`src/rtl/blit_pkg.sv`:
```
package blit_pkg;

  typedef enum logic [1:0] {
    DM_ALL       = 2'd0,
    DM_DROP_HEAD = 2'd1,
    DM_DROP_TAIL = 2'd2,
    DM_ALL_ALT   = 2'd3
  } draw_mode_e;

  // Bytes per pixel from the 2-bit format code.
  function automatic logic [2:0] fmt_bytes(input logic [1:0] fmt);
    return {1'b0, fmt} + 3'd1;
  endfunction

endpackage

```
`src/rtl/blit_pos_ctr.sv`:
```
module blit_pos_ctr #(
  parameter int DIM_W = 12
) (
  input  logic             clk,
  input  logic             rst_n,
  input  logic             load,
  input  logic             adv,
  input  logic [DIM_W-1:0] width_m1,
  input  logic [DIM_W-1:0] height_m1,
  output logic             x_end,
  output logic             y_end,
  output logic             at_head
);

  logic [DIM_W-1:0] w_q, h_q, x_q, y_q;
  logic [DIM_W-1:0] x_d, y_d;
  logic             cnt_en;

  assign x_end   = (x_q == w_q);
  assign y_end   = (y_q == h_q);
  assign at_head = (x_q == '0) && (y_q == '0);
  assign cnt_en  = load | adv;

  always_comb begin
    x_d = x_q;
    y_d = y_q;
    if (load) begin
      x_d = '0;
      y_d = '0;
    end else if (adv) begin
      if (x_end) begin
        x_d = '0;
        y_d = y_q + 1'b1;
      end else begin
        x_d = x_q + 1'b1;
      end
    end
  end

  always_ff @(posedge clk or negedge rst_n) begin
    if (!rst_n) begin
      w_q <= '0;
      h_q <= '0;
    end else if (load) begin
      w_q <= width_m1;
      h_q <= height_m1;
    end
  end

  always_ff @(posedge clk or negedge rst_n) begin
    if (!rst_n) begin
      x_q <= '0;
      y_q <= '0;
    end else if (cnt_en) begin
      x_q <= x_d;
      y_q <= y_d;
    end
  end

endmodule

```
`src/rtl/blit_addr_walk.sv`:
```
module blit_addr_walk #(
  parameter int ADDR_W  = 22,
  parameter int PITCH_W = 12
) (
  input  logic               clk,
  input  logic               rst_n,
  input  logic               load,
  input  logic [ADDR_W-1:0]  base_in,
  input  logic [PITCH_W-1:0] pitch_in,
  input  logic [2:0]         bpp_in,
  input  logic               rev_x_in,
  input  logic               rev_y_in,
  input  logic               step_col,
  input  logic               step_row,
  output logic [ADDR_W-1:0]  addr
);

  logic [ADDR_W-1:0]  row_q, cur_q, row_d, cur_d;
  logic [PITCH_W-1:0] pitch_q;
  logic [2:0]         bpp_q;
  logic               rx_q, ry_q;
  logic [ADDR_W-1:0]  col_delta, row_delta, next_row;
  logic               walk_en;

  assign col_delta = ADDR_W'(bpp_q);
  assign row_delta = ADDR_W'(pitch_q);
  assign next_row  = ry_q ? (row_q - row_delta) : (row_q + row_delta);
  assign walk_en   = load | step_col | step_row;
  assign addr      = cur_q;

  always_comb begin
    row_d = row_q;
    cur_d = cur_q;
    if (load) begin
      row_d = base_in;
      cur_d = base_in;
    end else if (step_row) begin
      row_d = next_row;
      cur_d = next_row;
    end else if (step_col) begin
      cur_d = rx_q ? (cur_q - col_delta) : (cur_q + col_delta);
    end
  end

  always_ff @(posedge clk or negedge rst_n) begin
    if (!rst_n) begin
      pitch_q <= '0;
      bpp_q   <= 3'd1;
      rx_q    <= 1'b0;
      ry_q    <= 1'b0;
    end else if (load) begin
      pitch_q <= pitch_in;
      bpp_q   <= bpp_in;
      rx_q    <= rev_x_in;
      ry_q    <= rev_y_in;
    end
  end

  always_ff @(posedge clk or negedge rst_n) begin
    if (!rst_n) begin
      row_q <= '0;
      cur_q <= '0;
    end else if (walk_en) begin
      row_q <= row_d;
      cur_q <= cur_d;
    end
  end

endmodule

```
`src/rtl/blit_seq.sv`:
```
module blit_seq
  import blit_pkg::*;
(
  input  logic       clk,
  input  logic       rst_n,
  input  logic       start,
  input  logic [1:0] mode_in,
  input  logic       x_end,
  input  logic       y_end,
  input  logic       at_head,
  input  logic       out_ready,
  output logic       busy,
  output logic       out_valid,
  output logic       load,
  output logic       adv_pos,
  output logic       step_col,
  output logic       step_row
);

  logic       busy_q, busy_d;
  draw_mode_e mode_q;
  logic       final_pos, suppress, adv;

  assign final_pos = x_end & y_end;
  assign load      = start & ~busy_q;

  always_comb begin
    suppress = 1'b0;
    if (busy_q) begin
      unique case (mode_q)
        DM_DROP_HEAD: suppress = at_head;
        DM_DROP_TAIL: suppress = final_pos;
        default:      suppress = 1'b0;
      endcase
    end
  end

  assign out_valid = busy_q & ~suppress;
  assign adv       = busy_q & (suppress | out_ready);
  assign adv_pos   = adv & ~final_pos;
  assign step_row  = adv_pos & x_end;
  assign step_col  = adv_pos & ~x_end;
  assign busy      = busy_q;

  always_comb begin
    busy_d = busy_q;
    if (load)                  busy_d = 1'b1;
    else if (adv && final_pos) busy_d = 1'b0;
  end

  always_ff @(posedge clk or negedge rst_n) begin
    if (!rst_n) busy_q <= 1'b0;
    else        busy_q <= busy_d;
  end

  always_ff @(posedge clk or negedge rst_n) begin
    if (!rst_n)    mode_q <= DM_ALL;
    else if (load) mode_q <= draw_mode_e'(mode_in);
  end

endmodule

```
`src/rtl/blit_addr_gen.sv`:
```
module blit_addr_gen
  import blit_pkg::*;
#(
  parameter int ADDR_W  = 22,
  parameter int PITCH_W = 12,
  parameter int DIM_W   = 12
) (
  input  logic               clk,
  input  logic               rst_n,
  input  logic               start,
  input  logic [ADDR_W-1:0]  src_base,
  input  logic [ADDR_W-1:0]  dst_base,
  input  logic [PITCH_W-1:0] src_pitch,
  input  logic [PITCH_W-1:0] dst_pitch,
  input  logic [DIM_W-1:0]   width_m1,
  input  logic [DIM_W-1:0]   height_m1,
  input  logic [1:0]         pix_fmt,
  input  logic               rev_x,
  input  logic               rev_y,
  input  logic [1:0]         draw_mode,
  output logic               busy,
  output logic               out_valid,
  input  logic               out_ready,
  output logic [ADDR_W-1:0]  src_addr,
  output logic [ADDR_W-1:0]  dst_addr
);

  localparam int NMAPS = 2;

  logic                          load, adv_pos, step_col, step_row;
  logic                          x_end, y_end, at_head;
  logic [2:0]                    bpp;
  logic [NMAPS-1:0][ADDR_W-1:0]  map_base;
  logic [NMAPS-1:0][PITCH_W-1:0] map_pitch;
  logic [NMAPS-1:0][ADDR_W-1:0]  map_addr;

  assign bpp          = fmt_bytes(pix_fmt);
  assign map_base[0]  = src_base;
  assign map_base[1]  = dst_base;
  assign map_pitch[0] = src_pitch;
  assign map_pitch[1] = dst_pitch;
  assign src_addr     = map_addr[0];
  assign dst_addr     = map_addr[1];

  blit_seq seq_i (
    .clk       (clk),
    .rst_n     (rst_n),
    .start     (start),
    .mode_in   (draw_mode),
    .x_end     (x_end),
    .y_end     (y_end),
    .at_head   (at_head),
    .out_ready (out_ready),
    .busy      (busy),
    .out_valid (out_valid),
    .load      (load),
    .adv_pos   (adv_pos),
    .step_col  (step_col),
    .step_row  (step_row)
  );

  blit_pos_ctr #(.DIM_W(DIM_W)) pos_i (
    .clk       (clk),
    .rst_n     (rst_n),
    .load      (load),
    .adv       (adv_pos),
    .width_m1  (width_m1),
    .height_m1 (height_m1),
    .x_end     (x_end),
    .y_end     (y_end),
    .at_head   (at_head)
  );

  for (genvar m = 0; m < NMAPS; m++) begin : g_map
    blit_addr_walk #(.ADDR_W(ADDR_W), .PITCH_W(PITCH_W)) walk_i (
      .clk      (clk),
      .rst_n    (rst_n),
      .load     (load),
      .base_in  (map_base[m]),
      .pitch_in (map_pitch[m]),
      .bpp_in   (bpp),
      .rev_x_in (rev_x),
      .rev_y_in (rev_y),
      .step_col (step_col),
      .step_row (step_row),
      .addr     (map_addr[m])
    );
  end

endmodule

```
`config.mk`:
```
export PLATFORM = sky130hd
export DESIGN_NAME = blit_addr_gen
export DESIGN_NICKNAME = d
export VERILOG_FILES = /design/src/rtl/blit_pkg.sv /design/src/rtl/blit_pos_ctr.sv /design/src/rtl/blit_addr_walk.sv /design/src/rtl/blit_seq.sv /design/src/rtl/blit_addr_gen.sv
export SDC_FILE = /design/constraint.sdc
export NUM_CORES = 1
export LEC_CHECK = 0
export BUFFER_PORTS_ARGS = -buffer_cell sky130_fd_sc_hd__buf_2
export CELL_PAD_IN_SITES_DETAIL_PLACEMENT = 0
export CELL_PAD_IN_SITES_GLOBAL_PLACEMENT = 2
export CORE_AREA = 10 10 195 197
export CTS_CLUSTER_SIZE = 30
export DETAILED_ROUTE_END_ITERATION = 6
export DIE_AREA = 0 0 205 207
export PLACE_DENSITY = 0.87
export RECOVER_POWER = 100
export SYNTH_ARGS = -nofsm -noshare
export SYNTH_HDL_FRONTEND = slang
export SYNTH_SLANG_ARGS = --single-unit
```
`constraint.sdc`:
```
create_clock -name clk -period 4.9 [get_ports clk]
set_input_delay 0.245 -clock clk [delete_from_list [all_inputs] [get_ports clk]]
set_output_delay 0.245 -clock clk [all_outputs]
set_load 0.01 [all_outputs]
```
Yosys cells after proc, flatten, opt, wreduce, memory -nomap -nowiden
Cells that the tools add are included.

word-level totals
  bits in registers = 168
  input bits = 102
  output and inout port bits = 46
  word-level logic and storage cells = 82

operators by class
  add/sub/neg operators = 11
  equal/unequal tests = 4
  mux-type cells = 24
  bitwise gates (word level) = 15
  reduce and logical (&&, ||, !) cells = 13

operators by type and width
  cell                     count
  $mux W22                 14
  $mux W12                 6
  $add A22 B12 Y22         2
  $add A22 B3 Y22          2
  $sub A22 B12 Y22         2
  $sub A22 B3 Y22          2
  $add A12 B1 Y12 const B  2
  $eq A12 B12 Y1           2
  $logic_not A12 Y1        2
  $reduce_bool A2 Y1       4
  $and A1 B1 Y1            7
  $reduce_and A2 Y1        3
  $not A1 Y1               4
  $or A1 B1 Y1             4
  $add A2 B1 Y3 const B    1
  $mux W1                  3
  $reduce_and A3 Y1        1
  $reduce_bool A3 Y1       1
  $eq A2 B1 Y1 const B     1
  $eq A2 B2 Y1 const B     1
  $logic_and A1 B1 Y1      2
  $pmux W1 S2              1

Logic depth before layout (Yosys ltp)
Gate-level depths: netlist of the first run.

  word-level depth = 11
  depth in mapped cells = 17

By module
A second synthesis of the first run with hierarchy kept.

unflattened totals
  cell total of the unflattened synthesis = 1,388
  area, all modules = 12,527.0 sq um

modules (own cells, without submodules)
  module                             instances  cells each  area each (sq um)
  blit_addr_walk at g_map[0].walk_i  1          565         4,929.7
  blit_addr_walk at g_map[1].walk_i  1          561         4,892.2
  blit_pos_ctr                       1          233         2,473.6
  blit_seq                           1          27          215.2
  blit_addr_gen                      1          2           16.3

Worst setup path before layout of the first run
No wires, ideal clock.

  kind = register to register
  start = reg g_map[0].walk_i.bpp_q[0]
  end = reg g_map[0].walk_i.cur_q[21]
  library setup time = 0.133 ns
  arrival = 3.562 ns
  path slack = 1.205 ns
  stages on the path, launching flop included = 16
  clock period less this slack = 3.695 ns
  path through = dfstp_2 > inv_1 > ha_1 > ha_1 > or2_2 > ha_1 > a21oi_1 > nand2_1 > a31o_2 > a311oi_2 > o41ai_1 > o31a_1 > a21oi_2 > o31ai_1 > a2111oi_0 > nor2_1

on the way
  word-level cells in the longest chain between the ends = 5
  elaborated cells on any way between the ends = 6
  those cells by class = 2 x add/sub; 4 x mux

RTL lines
  item                                                line                  RTL
  start, declared                                     blit_addr_walk.sv:20  logic [2:0] bpp_q;
  start signal, assigned                              blit_addr_walk.sv:53  bpp_q <= bpp_in;
  $add A22 B3 Y22 or $sub A22 B3 Y22 (tied branches)  blit_addr_walk.sv:41  cur_d = rx_q ? (cur_q - col_delta) : (cur_q + col_delta);
  $mux W22 *                                          blit_addr_walk.sv:41
  $mux W22 *                                          blit_addr_walk.sv:40  end else if (step_col) begin
  $mux W22 *                                          blit_addr_walk.sv:37  end else if (step_row) begin
  $mux W22 *                                          blit_addr_walk.sv:34  if (load) begin
  end signal, assigned                                blit_addr_walk.sv:65  cur_q <= cur_d;
  end, declared                                       blit_addr_walk.sv:18  logic [ADDR_W-1:0] row_q, cur_q, row_d, cur_d;

Mark *: on every way between the ends. The rest lies on a longest branch, timed or not. The select of a mux whose other input is x is not followed.
A chain may end at the register's enable or synchronous reset.

==> flow_metrics.tcl, run 1 <==
set metrics [dict create \
    h-tree-depth 4 \
    r2r_slack_ns 0.25 \
    synth-edff-count 0 \
    initial_core_util 0.355 \
    syn_area_per_cell_um2 8.28 \
    holdPathEnd "g_map[0].walk_i.pitch_q[9]" \
    cp_slowest_cell "dfstp_1" \
    rows 68 \
    crit_chain "inv_1, ha_1, ha_1, or2_1, ha_1, nor2b_1, or4_1, a21oi_1, o21ai_1, a21boi_0, o21ai_0, a211o_1, nand3_1, a41oi_1" \
    post-route-util 0.419 \
    overflow 0 \
    yosys_warnings 0 \
    ys_ff_latch 168 \
    postCtsSetupBuffers 0 \
    cp_slowest_stage_delay_ns 0.60 \
    cts.sinks 168 \
    drive_above_1_share 0.101 \
    final_cell_mix "295 x nand2_1, 167 x dfrtp_1, 119 x nor2_1" \
    via_count 10960 \
    placedCellCount 2026 \
    dp_slack_ns 0.649 \
    core_um2 34100 \
    maxCapViolCount 2 \
    place_congestion 0.865 \
    hold_buffers 39 \
    crit-reg2reg-launch "g_map[0].walk_i.bpp_q[0]" \
    port_buffers 147 \
    synth_cell_types 71 \
    worstPathRequired_ns 5.14 \
    synth.net_count 1664 \
    start_kind "flop" \
    avgRoutedWirePerCell_um 18.3 \
    clockBufferDepth 2 \
    tightest_slew_ns 3.58 \
    async_flop_share 1.00 \
    finalHoldViolCount 0 \
    path_class "flop to flop" \
    cts_tree "yes" \
    rsz0062_at_grt "no" \
    die_area_um2 42400 \
    grt_max_degree 104 \
    min-delay-start "src_pitch[9]" \
    hpwl_mm 28.5 \
    timing.fmax_ghz 0.215 \
    final_cell_count_no_fill 2097 \
    ff2ff_path_depth 14 \
    setup_violations 0 \
    clk_latency_ns 0.44 \
    crit_fanout 18 \
    finalCriticalPeriod_ns 4.65 \
    ir_drop_v 0.000280 \
    violations "max-capacitance violations, max-slew violations" \
    relSlewSlack -1.38 \
    status "finished with violations" \
    grt_antenna_before_repair 0 \
    clkTransAtPathRegs_ns 0.07 \
    dr.pass1.iters 4 \
    drt_first_iter_violations 614 \
    n_antenna_cell 0 \
    powerDensity_nw_per_um2 517 \
    grt_use_total 0.180 \
    slew_viol_final 107 \
    cts_resized 0 \
    timing.final.ws_setup_ns 0.246 \
    syn_inst 1463 \
    cts_root_buf "clkbuf_16" \
    drc_errors 0 \
    seq_area_frac_synth 0.347 \
    hp-class "primary input to flop" \
    cp_data_arrival_time_ns 4.89 \
    min_path_cells 3 \
    leakage_uw 0.00697 \
    die_h_um 207 \
    end_kind "flop" \
    ant_nets 0 \
    crit_top_cell "ha_1" \
    syn_area_um2 12100 \
    finalSetupTns_ns 0 \
    cts_buffers 17 \
    fin_crit_sh 0.950 \
    layout_commonest_cell "nand2_1" \
    synthFlopType "dfrtp_1" \
    routed_wl_mm 38.4 \
    r2r_end "g_map[1].walk_i.addr[17]" \
    hold_slack_ns 0.0222 \
    die-width_um 205 \
    fin_nets 1830 \
    syn2layout_area_growth_pct 18.0 \
    grt_pass1_vias 11242 \
    grt_pass1_wl_mm 61.4 \
    skew_ns 0.0133 \
    viasPerCell 5.23 \
    io_pins 148 \
]
## registers in the layout, summed over array words and instances, names as in the netlist
register	flops
g_map.walk_i.ry_q	1
g_map.walk_i.addr	44
pos_i.y_q	12
g_map.walk_i.row_q	44
seq_i.mode_q	2
g_map.walk_i.pitch_q	24
pos_i.x_q	12
pos_i.h_q	12
seq_i.busy	1
pos_i.w_q	12
g_map.walk_i.rx_q	1
g_map.walk_i.bpp_q	3
## kinds of logic (layout without fill, tap and decap cells)
family	count (synthesis)	count (layout)	share of synthesized area
xor+xnor	126	126	0.0911
mux	15	15	0.0125
compound gates	393	393	0.208
buf+inv	97	276	0.0309
fa+ha+maj	99	99	0.105
flops	168	168	0.347
simple gates	565	565	0.206
## cell type report
class / instances / area [µm²]
inverters: 41 / 154
fillers: 3519 / 19800
well taps: 455 / 569
repair buffers: 203 / 1210
multi-input cells: 1198 / 7530
flip-flops and latches: 168 / 4210
clock buffers: 23 / 498
clock inverters: 9 / 136
## per-layer routing
metal  global-route usage  wire length, µm
met5                    0                0
met2                0.311            18900
met1                0.229            17500
met3               0.0298             1500
met4               0.0417              574
## stage by stage
| stage | total power (µW) | instance area, µm² |
|---|---|---|
| 3_3_place_gp | 5890 | 13400 |
| 2_1_floorplan | 4910 | 12100 |
| 5_1_grt | 8030 | 14300 |
| 6_report | 7390 | 14300 |
| 4_1_cts | 7470 | 14400 |
| 3_5_place_dp | 5930 | 13400 |
## worst max path at each step
| stage | cells after the start | startpoint | end | slack, ns |
|---|---|---|---|---|
| floorplan | 15 | g_map[0].walk_i.bpp_q[0] | g_map[0].walk_i.addr[21] | 1.21 |
| detailed placement | 16 | g_map[0].walk_i.pitch_q[4] | g_map[0].walk_i.addr[21] | 0.65 |
| CTS | 16 | g_map[0].walk_i.pitch_q[4] | g_map[0].walk_i.addr[21] | 0.64 |
| global placement | 15 | g_map[0].walk_i.bpp_q[0] | g_map[0].walk_i.addr[20] | 0.73 |
| global route | 14 | g_map[0].walk_i.bpp_q[0] | g_map[1].walk_i.addr[21] | 0.12 |
| finish | 14 | g_map[0].walk_i.bpp_q[0] | g_map[1].walk_i.addr[17] | 0.25 |
## power by group
part | internal [µW] | total, µW | switching (µW) | leakage (µW)
combinational | 1630 | 3700 | 2070 | 0.00457
sequential | 1790 | 2220 | 430 | 0.00209
clock | 875 | 1480 | 602 | 0.000306
## synth_stat cells, types with 12 or more instances
master | count | share of area
dfrtp_1 | 167 | 0.34
o21ai_0 | 81 | 0.033
a21oi_1 | 104 | 0.043
nor3_1 | 27 | 0.011
o21a_1 | 12 | 0.0074
nand3_1 | 32 | 0.013
nor2b_1 | 12 | 0.0062
a22oi_1 | 17 | 0.011
nand2_1 | 296 | 0.092
nor4_1 | 12 | 0.0062
nor2_1 | 119 | 0.037
xnor2_1 | 59 | 0.043
ha_1 | 95 | 0.098
xor2_1 | 67 | 0.048
a211oi_1 | 16 | 0.0099
clkbuf_1 | 37 | 0.011
a31oi_1 | 27 | 0.014
mux2i_1 | 14 | 0.012
inv_1 | 41 | 0.013
a21o_1 | 49 | 0.030
## critical path, delay by kind of cell (launching register included)
family	cells	cell delay, ns
AOI/OAI and AO/OA	6	1.58
and+or+nand+nor	4	1.30
adders and majority gates	3	0.90
DFF	1	0.60
buffers and inverters	1	0.06
Note: power is estimated with default switching activity, not from simulation.
==> run 2: changes to the inputs <==
--- a/config.mk
+++ b/config.mk
@@ -5,14 +5,15 @@
 export SDC_FILE = /design/constraint.sdc
 export NUM_CORES = 1
 export LEC_CHECK = 0
-export BUFFER_PORTS_ARGS = -buffer_cell sky130_fd_sc_hd__buf_2
+export ABC_AREA = 1
+export BUFFER_PORTS_ARGS = -buffer_cell sky130_fd_sc_hd__buf_4
 export CELL_PAD_IN_SITES_DETAIL_PLACEMENT = 0
 export CELL_PAD_IN_SITES_GLOBAL_PLACEMENT = 2
-export CORE_AREA = 10 10 195 197
+export CORE_AREA = 10 10 210 212
 export CTS_CLUSTER_SIZE = 30
 export DETAILED_ROUTE_END_ITERATION = 6
-export DIE_AREA = 0 0 205 207
-export PLACE_DENSITY = 0.87
+export DIE_AREA = 0 0 220 222
+export PLACE_DENSITY = 0.88
 export RECOVER_POWER = 100
 export SYNTH_ARGS = -nofsm -noshare
 export SYNTH_HDL_FRONTEND = slang
==> flow_metrics.tcl, run 2 <==
set metrics [dict create \
    status "finished with violations" \
    violations "max-capacitance violations, max-slew violations" \
    postCtsSetupBuffers 0 \
    path_buf_inv 5 \
    maxCapViolCount 2 \
    drc_errors 0 \
    multiInputGateArea_um2 8290 \
    avgRoutedWirePerCell_um 18.1 \
    use_met3 0.0387 \
    finalHoldViolCount 0 \
    async_flop_share 1.00 \
    cts_root_buf "clkbuf_16" \
    crit_fanout 34 \
    cp_data_arrival_time_ns 4.48 \
    routed_wl_mm 48.5 \
    synth_cell_types 43 \
    met1_usage 0.244 \
    syn_area_per_cell_um2 6.85 \
    worstPathRequired_ns 5.30 \
    netlist.area_leader.share 0.311 \
    dp_slack_ns 1.16 \
    cts.sinks 168 \
    end_kind "flop" \
    ant_nets 0 \
    cp_slowest_stage_delay_ns 0.61 \
    n_antenna_cell 0 \
    syn_inst 1964 \
    fin_nets 2337 \
    skew_ns 0.0179 \
    post-route-util 0.403 \
    syn_area_um2 13400 \
    tightest_slew_ns 2.26 \
    muxShareOfSynthArea 0.000744 \
    die_area_um2 48800 \
    rows 73 \
    synth_compound_area_frac 0.140 \
    use_met2 0.347 \
    clockBufferDepth 2 \
    finalSetupTns_ns 0 \
    crit_top_cell "nand2_1" \
    drive_above_1_share 0.0805 \
    leakage_uw 0.00785 \
    dpl_cell_area_um2 15000 \
    hpwl_mm 37.8 \
    ir_drop_v 0.000266 \
    path_delay_family "buffers and inverters" \
    cts_buffers 17 \
    synth.net_count 2165 \
    yosys_warnings 0 \
    clk_latency_ns 0.48 \
    seq_area_frac_synth 0.313 \
    drt_first_iter_violations 870 \
    final_cell_mix "611 x nand2_1, 184 x nor2_1, 167 x dfrtp_1" \
    fin_area_um2 16000 \
    yosysTopAreaCell "dfrtp_1" \
    crit_chain "inv_1, nand2_1, nand2_1, nand2_1, nor2_1, nand2_1, nor2_2, clkbuf_1, a21oi_1, clkbuf_1, nand3_4, buf_4, nand2_1, inv_2, nor2_1, o21ai_0" \
    yosys.area_share.simple 0.315 \
    syn2layout_area_growth_pct 18.7 \
    finalCriticalPeriod_ns 4.08 \
    grt_pass1_vias 13621 \
    synth_adder_area_share 0.0944 \
    setup_violations 0 \
    timing.fmax_ghz 0.245 \
    grt_busiest_layer "met2" \
    viasPerCell 5.03 \
    fin_crit_sh 0.833 \
    ys_ff_latch 168 \
    synth_commonest_cells "609 x nand2_1, 185 x nor2_1, 167 x dfrtp_1" \
    cts_tree "yes" \
    path_class "flop to flop" \
    io_pins 148 \
    finalPower_uw 9330 \
    synth_top_family_by_area "simple AND/OR/NAND/NOR gates" \
    die-width_um 220 \
    port_buffers 147 \
    die_h_um 222 \
    clkTransAtPathRegs_ns 0.09 \
    grt_max_degree 93 \
    synthFlopType "dfrtp_1" \
    hp-class "primary input to flop" \
    h-tree-depth 4 \
    place_congestion 0.902 \
    dr.pass1.iters 5 \
    start_kind "flop" \
    grt_use_total 0.200 \
    relSlewSlack -0.508 \
    layout_commonest_cell "nand2_1" \
    cp_slowest_cell "inv_2" \
    synth_xor_xnor_area_share 0.0664 \
    overflow 0 \
    powerDensity_nw_per_um2 584 \
    yosysMostFrequentCell "nand2_1" \
    synth_area_leaders "dfrtp_1 31%, nand2_1 17%, ha_1 8.8%, a21oi_1 5.7%, nor2_1 5.2%" \
    via_count 13449 \
    synth-edff-count 0 \
    timing.final.ws_setup_ns 0.816 \
    rsz0062_at_grt "no" \
    initial_core_util 0.339 \
    grt_pass1_wl_mm 76.7 \
    grt_antenna_before_repair 0 \
    regArea_um2 4210 \
    fillers 4333 \
    core_um2 39600 \
    slew_viol_final 172 \
]
## run 2: cell types whose count changed after synthesis, sizes merged, moves of 40 or more
cell / before / now
a21oi: 106 / 154
inv: 41 / 173
a21o: 49 / 9
nand2: 297 / 613
nand3: 33 / 122
nor2: 119 / 186
## run 2: layout make-up
class | count | area share
Sequential cell | 168 | 0.264
Clock inverter | 14 | 0.0110
Inverter | 173 | 0.0407
Tap cell | 525 | 0.0412
Clock buffer | 18 | 0.0269
Multi-Input combinational cell | 1565 | 0.519
Timing Repair Buffer | 211 | 0.0975
## run 2: cells by family (layout without fill, tap and decap cells)
group | count (synthesis) | after routing
xor gates and xnor gates | 102 | 102
buffers and inverters | 231 | 416
DFF | 168 | 168
AOI/OAI and AO/OA | 344 | 344
muxes | 1 | 1
adders and majority gates | 99 | 99
and+or+nand+nor | 1019 | 1019
## run 2: worst paths after layout
path                                     startpoint                         to  slack [ns]  cells past startpoint
max                                    pos_i.x_q[9]    g_map[1].walk_i.addr[8]        0.82                     16
min                                    dst_base[14]  g_map[1].walk_i.row_q[14]        0.04                      3
min reg2reg                g_map[0].walk_i.row_q[2]   g_map[0].walk_i.row_q[2]        0.48                      2
min in group asynchronous                     rst_n   g_map[0].walk_i.row_q[1]        0.96                      2
max reg2reg                            pos_i.x_q[9]    g_map[1].walk_i.addr[8]        0.82                     16
max in group asynchronous                     rst_n               pos_i.y_q[2]        2.51                      3
## run 2: power breakdown
group	total, µW	switching (µW)	leakage [µW]	internal (µW)
Combinational	5630	3510	0.00551	2120
Clock	1470	698	0.000292	776
Sequential	2220	441	0.00205	1780
Total	9330	4650	0.00785	4680
## run 2: repair_timing
item	4_1_cts	5_1_grt
hold buffers	54	0
resized for setup	0	0
hold endpoints to repair	131	0
## run 2: stage by stage
step                      cells  hold slack (ns)
after floorplan            1964          -0.0506
after global placement     2588            0.365
after detailed placement   2588            0.364
after CTS                  2674           0.0172
after global routing       2674           0.0394
final                      2674           0.0408
## run 2: routing by layer
layer  part of all wire  wire (µm)
met5                  0          0
met4              0.023       1110
met3              0.041       1970
met2               0.50      24200
met1               0.44      21300
## run 2: worst register-to-register path, stage by stage, from the launching register on
cell	delay (ns)
dfrtp_1	0.44
inv_1	0.13
nand2_1	0.06
nand2_1	0.05
nand2_1	0.05
nor2_1	0.13
nand2_1	0.10
nor2_2	0.08
clkbuf_1	0.60
a21oi_1	0.17
clkbuf_1	0.38
nand3_4	0.19
buf_4	0.39
nand2_1	0.30
inv_2	0.61
nor2_1	0.17
o21ai_0	0.18
